==> src/rtl/sdiv_pkg.sv <==
package sdiv_pkg;

  // Terminal count for a divisor code: code 0 stands for the largest ratio.
  function automatic logic [4:0] div_last(input logic [4:0] code);
    return (code == 5'd0) ? 5'd31 : code - 5'd1;
  endfunction

endpackage

==> src/rtl/sdiv_prescale.sv <==
module sdiv_prescale #(
  parameter int N_SRC    = 5,
  parameter int SEL_W    = 3,
  parameter int PRESCALE = 128,
  localparam int PRE_W   = $clog2(PRESCALE)
) (
  input  logic             clk,
  input  logic             rst,
  input  logic [N_SRC-1:0] src_tick,
  input  logic [SEL_W-1:0] sel,
  input  logic             sync,
  output logic             grp_tick,
  output logic [PRE_W-1:0] pre_cnt
);

  logic tick;

  // Codes beyond the last internal source all map to the external tick.
  always_comb begin
    if (int'(sel) >= N_SRC - 1) tick = src_tick[N_SRC-1];
    else                        tick = src_tick[sel];
  end

  assign grp_tick = !sync && tick && (pre_cnt == PRE_W'(PRESCALE - 1));

  always_ff @(posedge clk) begin
    if (rst || sync) pre_cnt <= '0;
    else if (tick)   pre_cnt <= (pre_cnt == PRE_W'(PRESCALE - 1)) ? '0 : pre_cnt + 1'b1;
  end

endmodule

==> src/rtl/sdiv_channel.sv <==
module sdiv_channel
  import sdiv_pkg::*;
(
  input  logic       clk,
  input  logic       rst,
  input  logic       grp_tick,
  input  logic       sync,
  input  logic [4:0] div_code,
  output logic       stb
);

  logic [4:0] cnt;
  logic [4:0] div_act;

  always_ff @(posedge clk) begin
    if (rst) begin
      cnt     <= '0;
      div_act <= '0;
      stb     <= 1'b0;
    end else if (sync) begin
      cnt     <= '0;
      div_act <= div_code;
      stb     <= 1'b0;
    end else if (grp_tick) begin
      if (cnt == div_last(div_act)) begin
        cnt     <= '0;
        div_act <= div_code;
        stb     <= 1'b1;
      end else begin
        cnt     <= cnt + 5'd1;
        stb     <= 1'b0;
      end
    end else begin
      stb <= 1'b0;
    end
  end

endmodule

==> src/rtl/sdiv_top.sv <==
module sdiv_top #(
  parameter int N_GEN      = 4,
  parameter int N_GRP      = 4,
  parameter int CH_PER_GRP = 4,
  parameter int PRESCALE   = 128,
  parameter int SEL_W      = 3,
  parameter int ADDR_W     = 5,
  parameter int DATA_W     = 8,
  localparam int N_CH      = N_GRP * CH_PER_GRP,
  localparam int N_SRC     = N_GEN + 1,
  localparam int PRE_W     = $clog2(PRESCALE),
  localparam int A_GSEL    = N_CH,
  localparam int A_COUT    = N_CH + N_GRP,
  localparam int A_SYNC    = A_COUT + 1,
  localparam int A_XMSK    = A_COUT + 2
) (
  input  logic              clk,
  input  logic              rst,
  input  logic [N_GEN-1:0]  gen_tick,
  input  logic              ext_tick,
  input  logic              ext_sync,
  input  logic              wr_en,
  input  logic [ADDR_W-1:0] wr_addr,
  input  logic [DATA_W-1:0] wr_data,
  output logic [N_CH-1:0]   sample_stb,
  output logic              chain_tick
);

  logic [N_CH-1:0][4:0]        div_code;
  logic [N_GRP-1:0][SEL_W-1:0] grp_sel;
  logic [SEL_W-1:0]            cout_sel;
  logic [N_GRP-1:0]            xmask;
  logic [N_GRP-1:0]            sw_sync_q;
  logic                        ext_sync_q;
  logic [N_SRC-1:0]            src_q;
  logic [N_GRP-1:0]            grp_sync;
  logic [N_GRP-1:0]            grp_tick;
  logic [N_GRP-1:0][PRE_W-1:0] pre_cnt;

  // Configuration registers and input capture.
  always_ff @(posedge clk) begin
    if (rst) begin
      div_code   <= '0;
      cout_sel   <= '0;
      xmask      <= '0;
      sw_sync_q  <= '0;
      ext_sync_q <= 1'b0;
      src_q      <= '0;
      for (int g = 0; g < N_GRP; g++)
        grp_sel[g] <= (g < N_GEN) ? SEL_W'(g) : SEL_W'(N_GEN);
    end else begin
      src_q      <= {ext_tick, gen_tick};
      ext_sync_q <= ext_sync;
      sw_sync_q  <= (wr_en && int'(wr_addr) == A_SYNC) ? wr_data[N_GRP-1:0] : '0;
      if (wr_en) begin
        if (int'(wr_addr) < N_CH)
          div_code[wr_addr] <= wr_data[4:0];
        else if (int'(wr_addr) < A_COUT)
          grp_sel[int'(wr_addr) - A_GSEL] <= wr_data[SEL_W-1:0];
        else if (int'(wr_addr) == A_COUT)
          cout_sel <= wr_data[SEL_W-1:0];
        else if (int'(wr_addr) == A_XMSK)
          xmask <= wr_data[N_GRP-1:0];
      end
    end
  end

  assign grp_sync = sw_sync_q | ({N_GRP{ext_sync_q}} & xmask);

  // Chain output repeats the selected captured tick.
  always_ff @(posedge clk) begin
    if (rst)                          chain_tick <= 1'b0;
    else if (int'(cout_sel) >= N_GEN) chain_tick <= src_q[N_GEN];
    else                              chain_tick <= src_q[cout_sel];
  end

  for (genvar g = 0; g < N_GRP; g++) begin : g_grp
    sdiv_prescale #(
      .N_SRC   (N_SRC),
      .SEL_W   (SEL_W),
      .PRESCALE(PRESCALE)
    ) u_pre (
      .clk     (clk),
      .rst     (rst),
      .src_tick(src_q),
      .sel     (grp_sel[g]),
      .sync    (grp_sync[g]),
      .grp_tick(grp_tick[g]),
      .pre_cnt (pre_cnt[g])
    );
    for (genvar k = 0; k < CH_PER_GRP; k++) begin : g_ch
      sdiv_channel u_ch (
        .clk     (clk),
        .rst     (rst),
        .grp_tick(grp_tick[g]),
        .sync    (grp_sync[g]),
        .div_code(div_code[g*CH_PER_GRP + k]),
        .stb     (sample_stb[g*CH_PER_GRP + k])
      );
    end
  end

endmodule

==> config.mk <==
export PLATFORM = sky130hd
export DESIGN_NAME = sdiv_top
export DESIGN_NICKNAME = d
export VERILOG_FILES = /design/src/rtl/sdiv_pkg.sv /design/src/rtl/sdiv_prescale.sv /design/src/rtl/sdiv_channel.sv /design/src/rtl/sdiv_top.sv
export SDC_FILE = /design/constraint.sdc
export NUM_CORES = 1
export LEC_CHECK = 0
export BUFFER_PORTS_ARGS = -buffer_cell sky130_fd_sc_hd__buf_2
export CAP_MARGIN = 25
export CORE_ASPECT_RATIO = 0.8
export CORE_MARGIN = 2
export CORE_UTILIZATION = 55
export CTS_BUF_LIST = sky130_fd_sc_hd__clkbuf_16
export CTS_CLUSTER_SIZE = 8
export DETAILED_ROUTE_END_ITERATION = 8
export PLACE_DENSITY = 0.79
export SYNTH_ARGS = -nofsm -noshare
export SYNTH_HDL_FRONTEND = slang
export SYNTH_HIERARCHICAL = 1
export SYNTH_SLANG_ARGS = --single-unit
==> constraint.sdc <==
create_clock -name clk -period 2.8 [get_ports clk]
set_clock_uncertainty 0.05 [all_clocks]
set_input_delay 0.28 -clock clk [delete_from_list [all_inputs] [get_ports clk]]
set_output_delay 0.28 -clock clk [all_outputs]
set_load 0.01 [all_outputs]
==> summary.txt, run 1 <==
Yosys
  – Netlist Area Pre-Place: 17300 µm²
  – Xor/xnor share of the synthesized area: 0.0635
  – Main synth FF type: dfxtp_1
  – Mux contribution to synthesized area: 0.0642
  – Post-synthesis sequential area ratio: 0.362
  – Yosys reg bits: 314
  – Synth Area in Compound Gates: 0.165
  – Post-synth EDFFs: 0
  – Post-Synth Simple-Gate Area: 0.265
  – Asr flop ratio synth: 0
  – Largest family of logic cells by synthesized area: simple AND/OR/NAND/NOR gates
  – Average size of a mapped cell: 9.11 µm²
  – Distinct cells, synth: 55
  – Post-synthesis adder-cell area fraction: 0.0260
  – Post-Syn Instances: 1904
  – Mapped Nets: 1962
  – Yosys warns: 6

GRT
  – Vias in the first global route: 13600
  – Largest net degree at the start of global routing: 83
  – Initial antenna violation count: 1
  – First-pass GRT wire length: 66200 µm
  – Overall Global Routing Usage: 0.236
  – Total gr overflow: 0

Route
  – WL final: 39500 µm
  – # DRC: 0
  – Remaining antenna violation count: 0
  – 1st-iter DRT viols: 1040
  – Pre-antenna DRT Iters: 6
  – DR WL/cell: 16.7 µm
  – Via count: 14300
  – DR vias/cell: 6.05

STA
  – # setup viols final: 0
  – Final setup TNS: 0 ns
  – Least-Margin Pin Slew: 0.711 ns
  – Max Clock Freq: 0.376 GHz
  – Final worst setup slack: 0.144 ns
  – RSZ-0062 raised after global routing: no
  – Minimum clock period: 2.66 ns
  – Final hold vios: 0
  – Max_slew headroom: 0.522
  – Final worst-path cycle share: 0.949
  – Slew Viols, Final: 0
  – Hold slack: 0.182 ns

Setup path
  – Crit path DAT: 3.01 ns
  – CP endpoint kind: flip-flop
  – R2R Setup Slk: 0.14 ns
  – Nature of the critical path startpoint: flip-flop
  – Worst r2r src: g_grp[2].g_ch[3].u_ch/div_act[0]$_SDFFE_PP0P_
  – Crit path from: g_grp[2].g_ch[3].u_ch/div_act[0]$_SDFFE_PP0P_
  – Reg-to-Reg End: g_grp[2].g_ch[3].u_ch/div_act[4]$_SDFFE_PP0P_
  – End of the critical path: g_grp[2].g_ch[3].u_ch/div_act[4]$_SDFFE_PP0P_
  – Critical Path RT: 3.15 ns
  – Worst Setup Path Type: flip-flop to flip-flop
  – Cells on worst reg2reg path: 8
  – Worst Path Max Fanout: 12

CTS
  – CTS sink count: 314
  – Deepest clock path buffer count: 3
  – Num CTS Buffers: 45
  – Clock Latency Late Sink: 0.55 ns
  – Number of post-CTS setup repair buffers: 0
  – CTS tree: yes
  – Htree depth: 2
  – Worst-path clk slew: 0.05 ns
  – Clock root cell: clkbuf_16

Final layout
  – Commonest non-fill, non-tap cell in the layout: dfxtp_1
  – Nets: 1994
  – Layout cell share with drive strength beyond 1: 0.148
  – Syn-to-layout area delta: 10.7%
  – # fillers: 2545
  – Post-Route Utilization: 0.615
  – Fin area: 19200 µm²
  – Most frequent cells in the layout: dfxtp_1 (314), nand2b_1 (164), nand2_1 (103)

Pwr
  – Worst VDD drop: 426 µV
  – Power Density: 655 nW/µm²
  – Leakage power: 7.61 nW

Outcome
  – Outcome: complete, no violations

Floorplan
  – Die Footprint: 33000 µm²
  – Initial core utilization: 0.556
  – Num rows: 58
  – Die span in x: 203 µm
  – Die height: 163 µm
  – Top-Level Pins: 39
  – CORE AREA: 31200 µm²

Placement
  – DP Area: 17900 µm²
  – Place WS: 0.00937 ns
  – Hpwl dp: 25500 µm
  – Port Buffers: 35
  – Placer Congestion: 0.852

Run
  – Max-Cap Viols: 0

Worst hold path
  – Worst hold path type: input port to flip-flop
-- cells by family (layout without fill, tap and decap cells) --
| group | Yosys count | in the layout |
|---|---|---|
| simple gates | 758 | 758 |
| compound gates | 376 | 376 |
| flops | 314 | 314 |
| buf+inv | 199 | 233 |
| xor+xnor | 112 | 112 |
| mux | 109 | 109 |
| fa+ha+maj | 36 | 36 |
| other cells | 0 | 4 |
-- final cells by class --
class                      instances  area [µm²]  area share
clock buffer                      47        1180      0.0613
timing repair buffer              84         637      0.0332
antenna                            4        10.0    0.000521
sequential                       314        6290       0.327
multi-input combinational       1391       10200       0.530
tap                              420         526      0.0274
inverter                         100         375      0.0196
clock inverter                     2        17.5    0.000912
-- worst max-delay path, cell delays in order, from the launching register on --
cell,delay (ns)
dfxtp_1,0.37
inv_1,0.10
ha_1,0.25
nor3b_2,0.17
xnor2_1,0.13
a311o_1,0.32
or4b_4,0.58
and3_2,0.24
a311o_1,0.32
-- synth_stat cells, drive strengths merged (4+ instances only) --
cell    instances  area share
dfxtp         314        0.36
nand2b        164       0.059
nand2         113       0.026
and3          101       0.039
inv           100       0.022
mux2i         100       0.058
a311o          96       0.055
nand3          91       0.027
a21oi          84       0.024
nor2           80       0.017
o32ai          80       0.040
xnor2          80       0.047
clkbuf         52       0.012
buf            47       0.020
nor2b          45       0.016
o21ai          40       0.014
ha             36       0.026
nand3b         33       0.014
a31oi          32       0.012
xor2           32       0.016
or2            24      0.0087
nand4          22      0.0079
o31ai          20      0.0087
nor3b          17       0.012
a211oi         16      0.0069
nand4b         16      0.0081
or4b           16       0.013
or3            12      0.0052
mux2            8      0.0052
or4             8      0.0040
and2            6      0.0022
a21o            4      0.0017
a222oi          4      0.0023
nor3            4      0.0012
-- metrics by stage --
stage | total power, mW | std cells
after floorplan | 7.33 | 1904
after global placement | 7.67 | 2299
after detailed placement | 7.81 | 2299
after CTS | 12.6 | 2358
after global routing | 13.2 | 2359
final | 12.6 | 2362
-- layer usage --
| layer | part of all wire | vias to the layer above | wire length (µm) | GRT usage |
|---|---|---|---|---|
| li1 | - | 7015 | - | - |
| met1 | 0.46 | 6860 | 18200 | 0.320 |
| met2 | 0.47 | 368 | 18400 | 0.391 |
| met3 | 0.053 | 58 | 2080 | 0.0344 |
| met4 | 0.020 | 0 | 794 | 0.0697 |
| met5 | 0 | - | 0 | 0 |
-- registers in the layout (all words and copies together) (netlist names) --
name,count
div_code,80
g_grp.g_ch.u_ch/div_act,80
src_q,5
g_grp.g_ch.u_ch/cnt,80
xmask,4
grp_sel,12
cout_sel,3
sw_sync_q,4
g_grp.g_ch.u_ch/stb,16
chain_tick,1
ext_sync_q,1
g_grp.u_pre/pre_cnt,28
-- power by group --
group | internal, mW | leakage [nW] | switching, mW
Combinational | 1.38 | 4.47 | 1.16
Sequential | 4.81 | 2.55 | 0.434
Clock | 2.92 | 0.588 | 1.86
-- how the worst min path moves through the flow --
stage                                                       from                                endpoint  slack [ns]  cells past startpoint
after CTS                                             wr_addr[3]               div_code[65]$_SDFFE_PP0P_        0.15                      3
final                                                 wr_addr[3]               div_code[69]$_SDFFE_PP0P_        0.18                      3
after detailed placement  g_grp[1].u_pre/pre_cnt[6]$_SDFFE_PP0P_  g_grp[1].u_pre/pre_cnt[6]$_SDFFE_PP0P_        0.42                      2
after global routing                                  wr_addr[3]               div_code[65]$_SDFFE_PP0P_        0.18                      3
after global placement    g_grp[3].u_pre/pre_cnt[6]$_SDFFE_PP0P_  g_grp[3].u_pre/pre_cnt[6]$_SDFFE_PP0P_        0.41                      2
after floorplan                                       wr_data[0]                 sw_sync_q[0]$_SDFF_PP0_        0.35                      1
-- timing repair --
item,4_1_cts,5_1_grt
gates cloned,0,0
hold buffers,10,0
hold endpoints to repair,11,0
gates resized for setup,1,2
setup endpoints to repair,2,20
(Power assumes the default switching activity.)
==> run 2: changes to the inputs <==
- CORE_UTILIZATION: 55 -> 40
- CTS_BUF_LIST: sky130_fd_sc_hd__clkbuf_16 -> sky130_fd_sc_hd__clkbuf_8 sky130_fd_sc_hd__clkbuf_16
- PLACE_DENSITY: 0.79 -> 0.63
==> summary.txt, run 2 (synthesized netlist as in run 1, its figures left out) <==
Outcome
  – Outcome: complete, no violations

Route
  – 1st-iter DRT viols: 1159 (+11%)
  – Via count: 14200 (-0.96%)
  – Pre-antenna DRT Iters: 5 (-1)
  – DR WL/cell: 15.8 µm (-5.6%)
  – # DRC: 0 (unchanged)
  – Remaining antenna violation count: 0 (unchanged)
  – WL final: 39400 µm (-0.16%)
  – DR vias/cell: 5.67 (-6.3%)

STA
  – Minimum clock period: 2.62 ns (-0.0378 ns)
  – Hold slack: 0.167 ns (-0.0151 ns)
  – Least-Margin Pin Slew: 0.762 ns (+0.0513 ns)
  – RSZ-0062 raised after global routing: no
  – Final hold vios: 0 (unchanged)
  – # setup viols final: 0 (unchanged)
  – Final worst-path cycle share: 0.935 (-0.0135)
  – Max_slew headroom: 0.490 (-0.0320)
  – Slew Viols, Final: 0 (unchanged)
  – Final setup TNS: 0 ns (unchanged)
  – Final worst setup slack: 0.182 ns (+0.0378 ns)
  – Max Clock Freq: 0.382 GHz (+1.4%)

GRT
  – Initial antenna violation count: 2 (+1)
  – Total gr overflow: 0 (unchanged)
  – Overall Global Routing Usage: 0.173 (-0.0628)
  – Largest net degree at the start of global routing: 90 (+8.4%)
  – Vias in the first global route: 13300 (-2.4%)
  – First-pass GRT wire length: 66400 µm (+0.28%)

Floorplan
  – Die Footprint: 45100 µm² (+37%)
  – Num rows: 68 (+17%)
  – Die height: 190 µm (+17%)
  – CORE AREA: 43000 µm² (+38%)
  – Initial core utilization: 0.404 (-0.152)
  – Die span in x: 237 µm (+17%)
  – Top-Level Pins: 39 (unchanged)

Worst hold path
  – Hold Path Origin: wr_addr[3]
  – Worst hold path type: input port to flip-flop

Placement
  – Placer Congestion: 0.846 (-0.73%)
  – Hpwl dp: 25900 µm (+1.5%)
  – Port Buffers: 35 (unchanged)
  – DP Area: 18000 µm² (+0.87%)
  – Place WS: 0.149 ns (+0.140 ns)

CTS
  – CTS sink count: 314 (unchanged)
  – Deepest clock path buffer count: 3 (unchanged)
  – Worst-path clk slew: 0.05 ns (about the same)
  – Htree depth: 2 (unchanged)
  – Num CTS Buffers: 45 (unchanged)
  – Clock root cell: clkbuf_16
  – Clock Latency Late Sink: 0.55 ns (about the same)
  – Number of post-CTS setup repair buffers: 0 (unchanged)
  – CTS tree: yes

Final layout
  – Most frequent cells in the layout: dfxtp_1 (314), nand2b_1 (164), nand2_1 (103)
  – Largest regs: div_code: 80 flops, g_grp.g_ch.u_ch/cnt: 80 flops, g_grp.g_ch.u_ch/div_act: 80 flops
  – Commonest non-fill, non-tap cell in the layout: dfxtp_1
  – # fillers: 4056 (+59%)
  – Antenna diodes: 0 (-4)
  – Post-Route Utilization: 0.450 (-0.165)
  – Fin area: 19300 µm² (+0.71%)
  – Syn-to-layout area delta: 11.5%
  – Layout cell share with drive strength beyond 1: 0.147 (-0.000956)
  – Area of the multi-input gates: 10200 µm² (about the same)
  – Nets: 1993 (-0.050%)
  – Register area: 6290 µm² (unchanged)

Pwr
  – Leakage power: 7.60 nW (-0.14%)
  – Worst VDD drop: 369 µV (-13%)
  – Power Density: 649 nW/µm² (-0.79%)

Setup path
  – Worst r2r src: g_grp[2].g_ch[3].u_ch/div_act[0]$_SDFFE_PP0P_
  – CP endpoint kind: flip-flop
  – Cell mode on critical path: a311o_1
  – Nature of the critical path startpoint: flip-flop
  – Critical Path RT: 3.17 ns (+0.02 ns)
  – Worst Path Max Fanout: 12 (unchanged)
  – Slowest stage delay, CP: 0.57 ns (about the same)
  – Cell Chain, Critical Path: inv_1 > ha_1 > nor3b_2 > xnor2_1 > a311o_1 > or4b_4 > and3_2 > a311o_1
  – Crit path DAT: 2.99 ns (-0.02 ns)
  – Crit path from: g_grp[2].g_ch[3].u_ch/div_act[0]$_SDFFE_PP0P_
  – Worst Setup Path Type: flip-flop to flip-flop
  – Slowest cell on crit path: or4b_4

Run
  – Max-Cap Viols: 0 (unchanged)
run 2: layout make-up:
type	count	share of cell area
clock inverter	2	0.000906
inverter	100	0.0194
sequential	314	0.325
multi-input combinational	1391	0.526
clock buffer	47	0.0608
tap	560	0.0362
timing repair buffer	83	0.0319
run 2: final timing paths:
kind	end	slack, ns	cells past startpoint
worst min register to register	g_grp[3].u_pre/pre_cnt[6]$_SDFFE_PP0P_	0.43	2
worst max-delay path	g_grp[2].g_ch[3].u_ch/div_act[4]$_SDFFE_PP0P_	0.18	8
worst max register to register	g_grp[2].g_ch[3].u_ch/div_act[4]$_SDFFE_PP0P_	0.18	8
worst min-delay path	div_code[76]$_SDFFE_PP0P_	0.17	3
run 2: metrics by stage:
| step | std cells | total power [mW] |
|---|---|---|
| after floorplan | 1904 | 7.33 |
| after global placement | 2438 | 7.70 |
| after detailed placement | 2438 | 7.81 |
| after CTS | 2497 | 12.7 |
| after global routing | 2497 | 13.2 |
| final | 2497 | 12.6 |
run 2: power by group:
part           total (mW)  switching [mW]  internal [mW]  leakage [nW]
registers            5.23           0.426           4.81          2.55
clock network        4.79            1.87           2.92         0.588
logic                2.53            1.15           1.37          4.46
total                12.6            3.45           9.10          7.60
run 2: worst max-delay path: cells and delay by family (launching register included):
kind	cells	cell delay (ns)
AO/OA/AOI/OAI	2	0.62
XOR/XNOR	1	0.14
adder cells (fa/ha/maj)	1	0.24
buffers and inverters	1	0.10
flip-flops	1	0.37
AND/OR/NAND/NOR	3	0.97
run 2: metal layers:
metal	global-route usage	part of all wire	wire, µm	vias up
met2	0.273	0.44	17300	302
met1	0.244	0.50	19500	6756
met4	0.0475	0.021	837	4
li1	-	-	-	7020
met5	0	0.00063	25	-
met3	0.0300	0.045	1780	81
run 2: what timing repair did:
| action | 4_1_cts | 5_1_grt |
|---|---|---|
| hold buffers | 10 | 0 |
| hold endpoints to repair | 10 | 0 |
| resized for setup | 0 | 1 |
| setup endpoints to repair | 0 | 2 |
==> run 3: changes to the inputs <==
- CELL_PAD_IN_SITES_DETAIL_PLACEMENT: unset -> 1
- CELL_PAD_IN_SITES_GLOBAL_PLACEMENT: unset -> 2
- PLACE_DENSITY: 0.63 -> 0.87
==> summary.txt, run 3 (synthesized netlist as in run 1, its figures left out) <==
STA
  – Final worst setup slack: 0.153 ns (-0.0291 ns)
  – Max Clock Freq: 0.378 GHz (-1.1%)
  – Max_slew headroom: 0.389 (-0.101)
  – Slew Viols, Final: 0 (unchanged)
  – Final setup TNS: 0 ns (unchanged)
  – Final worst-path cycle share: 0.946 (+0.0104)
  – Minimum clock period: 2.65 ns (+0.0291 ns)
  – Least-Margin Pin Slew: 0.917 ns (+0.154 ns)
  – Final hold vios: 0 (unchanged)
  – # setup viols final: 0 (unchanged)
  – RSZ-0062 raised after global routing: no

Pwr
  – Power Density: 655 nW/µm² (+0.92%)
  – Leakage power: 7.70 nW (+1.2%)
  – Worst VDD drop: 415 µV (+12%)

Floorplan
  – Top-Level Pins: 39 (unchanged)
  – Die height: 190 µm (unchanged)
  – Die span in x: 237 µm (unchanged)
  – Die Footprint: 45100 µm² (unchanged)
  – Num rows: 68 (unchanged)
  – CORE AREA: 43000 µm² (unchanged)
  – Initial core utilization: 0.404 (unchanged)

GRT
  – First-pass GRT wire length: 77600 µm (+17%)
  – Initial antenna violation count: 0 (-2)
  – Vias in the first global route: 15300 (+15%)
  – Total gr overflow: 0 (unchanged)
  – Largest net degree at the start of global routing: 93 (+3.3%)
  – Overall Global Routing Usage: 0.206 (+0.0325)

CTS
  – CTS sink count: 314 (unchanged)
  – Worst-path clk slew: 0.05 ns (about the same)
  – Clock Latency Late Sink: 0.55 ns (about the same)
  – Clock root cell: clkbuf_16
  – Num CTS Buffers: 45 (unchanged)
  – Htree depth: 2 (unchanged)
  – CTS tree: yes
  – Deepest clock path buffer count: 3 (unchanged)

Route
  – Remaining antenna violation count: 0 (unchanged)
  – DR WL/cell: 18.5 µm (+17%)
  – WL final: 46600 µm (+18%)
  – DR vias/cell: 5.79 (+2.1%)
  – Pre-antenna DRT Iters: 5 (unchanged)
  – Via count: 14600 (+2.9%)
  – # DRC: 0 (unchanged)
  – 1st-iter DRT viols: 762 (-34%)

Run
  – Max-Cap Viols: 0 (unchanged)

Final layout
  – Most frequent cells in the layout: dfxtp_1 (314), nand2b_1 (164), nand2_1 (103)
  – Layout cell share with drive strength beyond 1: 0.154 (+0.00691)
  – Nets: 2008 (+0.75%)
  – # fillers: 4924 (+21%)
  – Largest regs: div_code: 80 flops, g_grp.g_ch.u_ch/cnt: 80 flops, g_grp.g_ch.u_ch/div_act: 80 flops
  – Commonest non-fill, non-tap cell in the layout: dfxtp_1
  – Post-Route Utilization: 0.453 (+0.00338)
  – Syn-to-layout area delta: 12.3%

Setup path
  – Worst r2r src: g_grp[0].g_ch[0].u_ch/div_act[0]$_SDFFE_PP0P_
  – R2R Setup Slk: 0.15 ns (-0.03 ns)
  – Reg-to-Reg End: g_grp[0].g_ch[0].u_ch/div_act[4]$_SDFFE_PP0P_
  – CP endpoint kind: flip-flop
  – Worst Setup Path Type: flip-flop to flip-flop
  – Crit path DAT: 3.04 ns (+0.05 ns)
  – Nature of the critical path startpoint: flip-flop
  – Critical Path RT: 3.19 ns (+0.02 ns)
  – Cells on worst reg2reg path: 8 (unchanged)
  – Worst Path Max Fanout: 12 (unchanged)

Worst hold path
  – Hold path endpoint: div_code[67]$_SDFFE_PP0P_
  – Worst hold path stage count: 3 (unchanged)
  – Hold Path Origin: wr_addr[3]
  – Worst hold path type: input port to flip-flop

Outcome
  – Outcome: complete, no violations

Placement
  – Port Buffers: 35 (unchanged)
  – Placer Congestion: 0.825 (-2.5%)
  – Hpwl dp: 31200 µm (+21%)
  – Place WS: 0.113 ns (-0.0360 ns)
## run 3: routing by layer
layer | global-route usage | wire length, µm | up-vias
li1 | - | - | 7029
met1 | 0.279 | 22300 | 7293
met2 | 0.350 | 22100 | 199
met3 | 0.0282 | 1560 | 48
met4 | 0.0426 | 604 | 0
met5 | 0 | 0 | -
## run 3: area by class of cell
cell class / instances / area [µm²] / share of cell area
inverters: 100 / 375 / 0.0193
multi-input cells: 1391 / 10200 / 0.522
clock inverters: 6 / 78.8 / 0.00405
flip-flops and latches: 314 / 6290 / 0.323
well taps: 560 / 701 / 0.0360
diodes: 1 / 2.50 / 0.000128
clock buffers: 45 / 1130 / 0.0578
repair buffers: 98 / 746 / 0.0383
## run 3: how the worst max path moves through the flow
stage / from / to / slack [ns] / cells past startpoint
global route: g_grp[3].g_ch[2].u_ch/div_act[0]$_SDFFE_PP0P_ / g_grp[3].g_ch[2].u_ch/div_act[3]$_SDFFE_PP0P_ / 0.002 / 8
detailed placement: g_grp[0].u_pre/pre_cnt[0]$_SDFFE_PP0P_ / g_grp[0].g_ch[2].u_ch/cnt[3]$_SDFFE_PP0P_ / 0.11 / 8
global placement: g_grp[2].u_pre/pre_cnt[1]$_SDFFE_PP0P_ / g_grp[2].g_ch[0].u_ch/cnt[3]$_SDFFE_PP0P_ / 0.1 / 8
CTS: g_grp[0].u_pre/pre_cnt[0]$_SDFFE_PP0P_ / g_grp[0].g_ch[2].u_ch/cnt[3]$_SDFFE_PP0P_ / 0.09 / 8
finish: g_grp[0].g_ch[0].u_ch/div_act[0]$_SDFFE_PP0P_ / g_grp[0].g_ch[0].u_ch/div_act[4]$_SDFFE_PP0P_ / 0.15 / 8
floorplan: g_grp[0].g_ch[0].u_ch/div_act[0]$_SDFFE_PP0P_ / g_grp[0].g_ch[0].u_ch/div_act[0]$_SDFFE_PP0P_ / 0.36 / 9
## run 3: critical path, cell delays in order (launching register included)
cell and delay (ns):
dfxtp_1 0.37, inv_1 0.11, ha_1 0.25, nor3b_2 0.18, xnor2_1 0.14, a311o_1 0.33
or4b_4 0.57, and3_2 0.23, a311o_1 0.31
## run 3: metrics by stage
step | cell area, µm² | instances | total power [mW] | hold slack [ns]
after floorplan | 17300 | 1904 | 7.33 | 0.352
after global placement | 18200 | 2452 | 7.75 | 0.407
after detailed placement | 18200 | 2453 | 7.91 | 0.423
after CTS | 19500 | 2514 | 12.9 | 0.139
after global routing | 19500 | 2514 | 13.5 | 0.168
final | 19500 | 2515 | 12.8 | 0.172
## run 3: where the power goes
group	switching, mW	total (mW)	internal (mW)
logic	1.23	2.61	1.39
clock network	1.98	4.90	2.92
registers	0.441	5.25	4.81
## run 3: timing repair
item	4_1_cts	5_1_grt
gates resized for setup	0	2
hold buffers	10	0
hold endpoints to repair	10	0
setup endpoints to repair	0	5
setup buffers	0	0
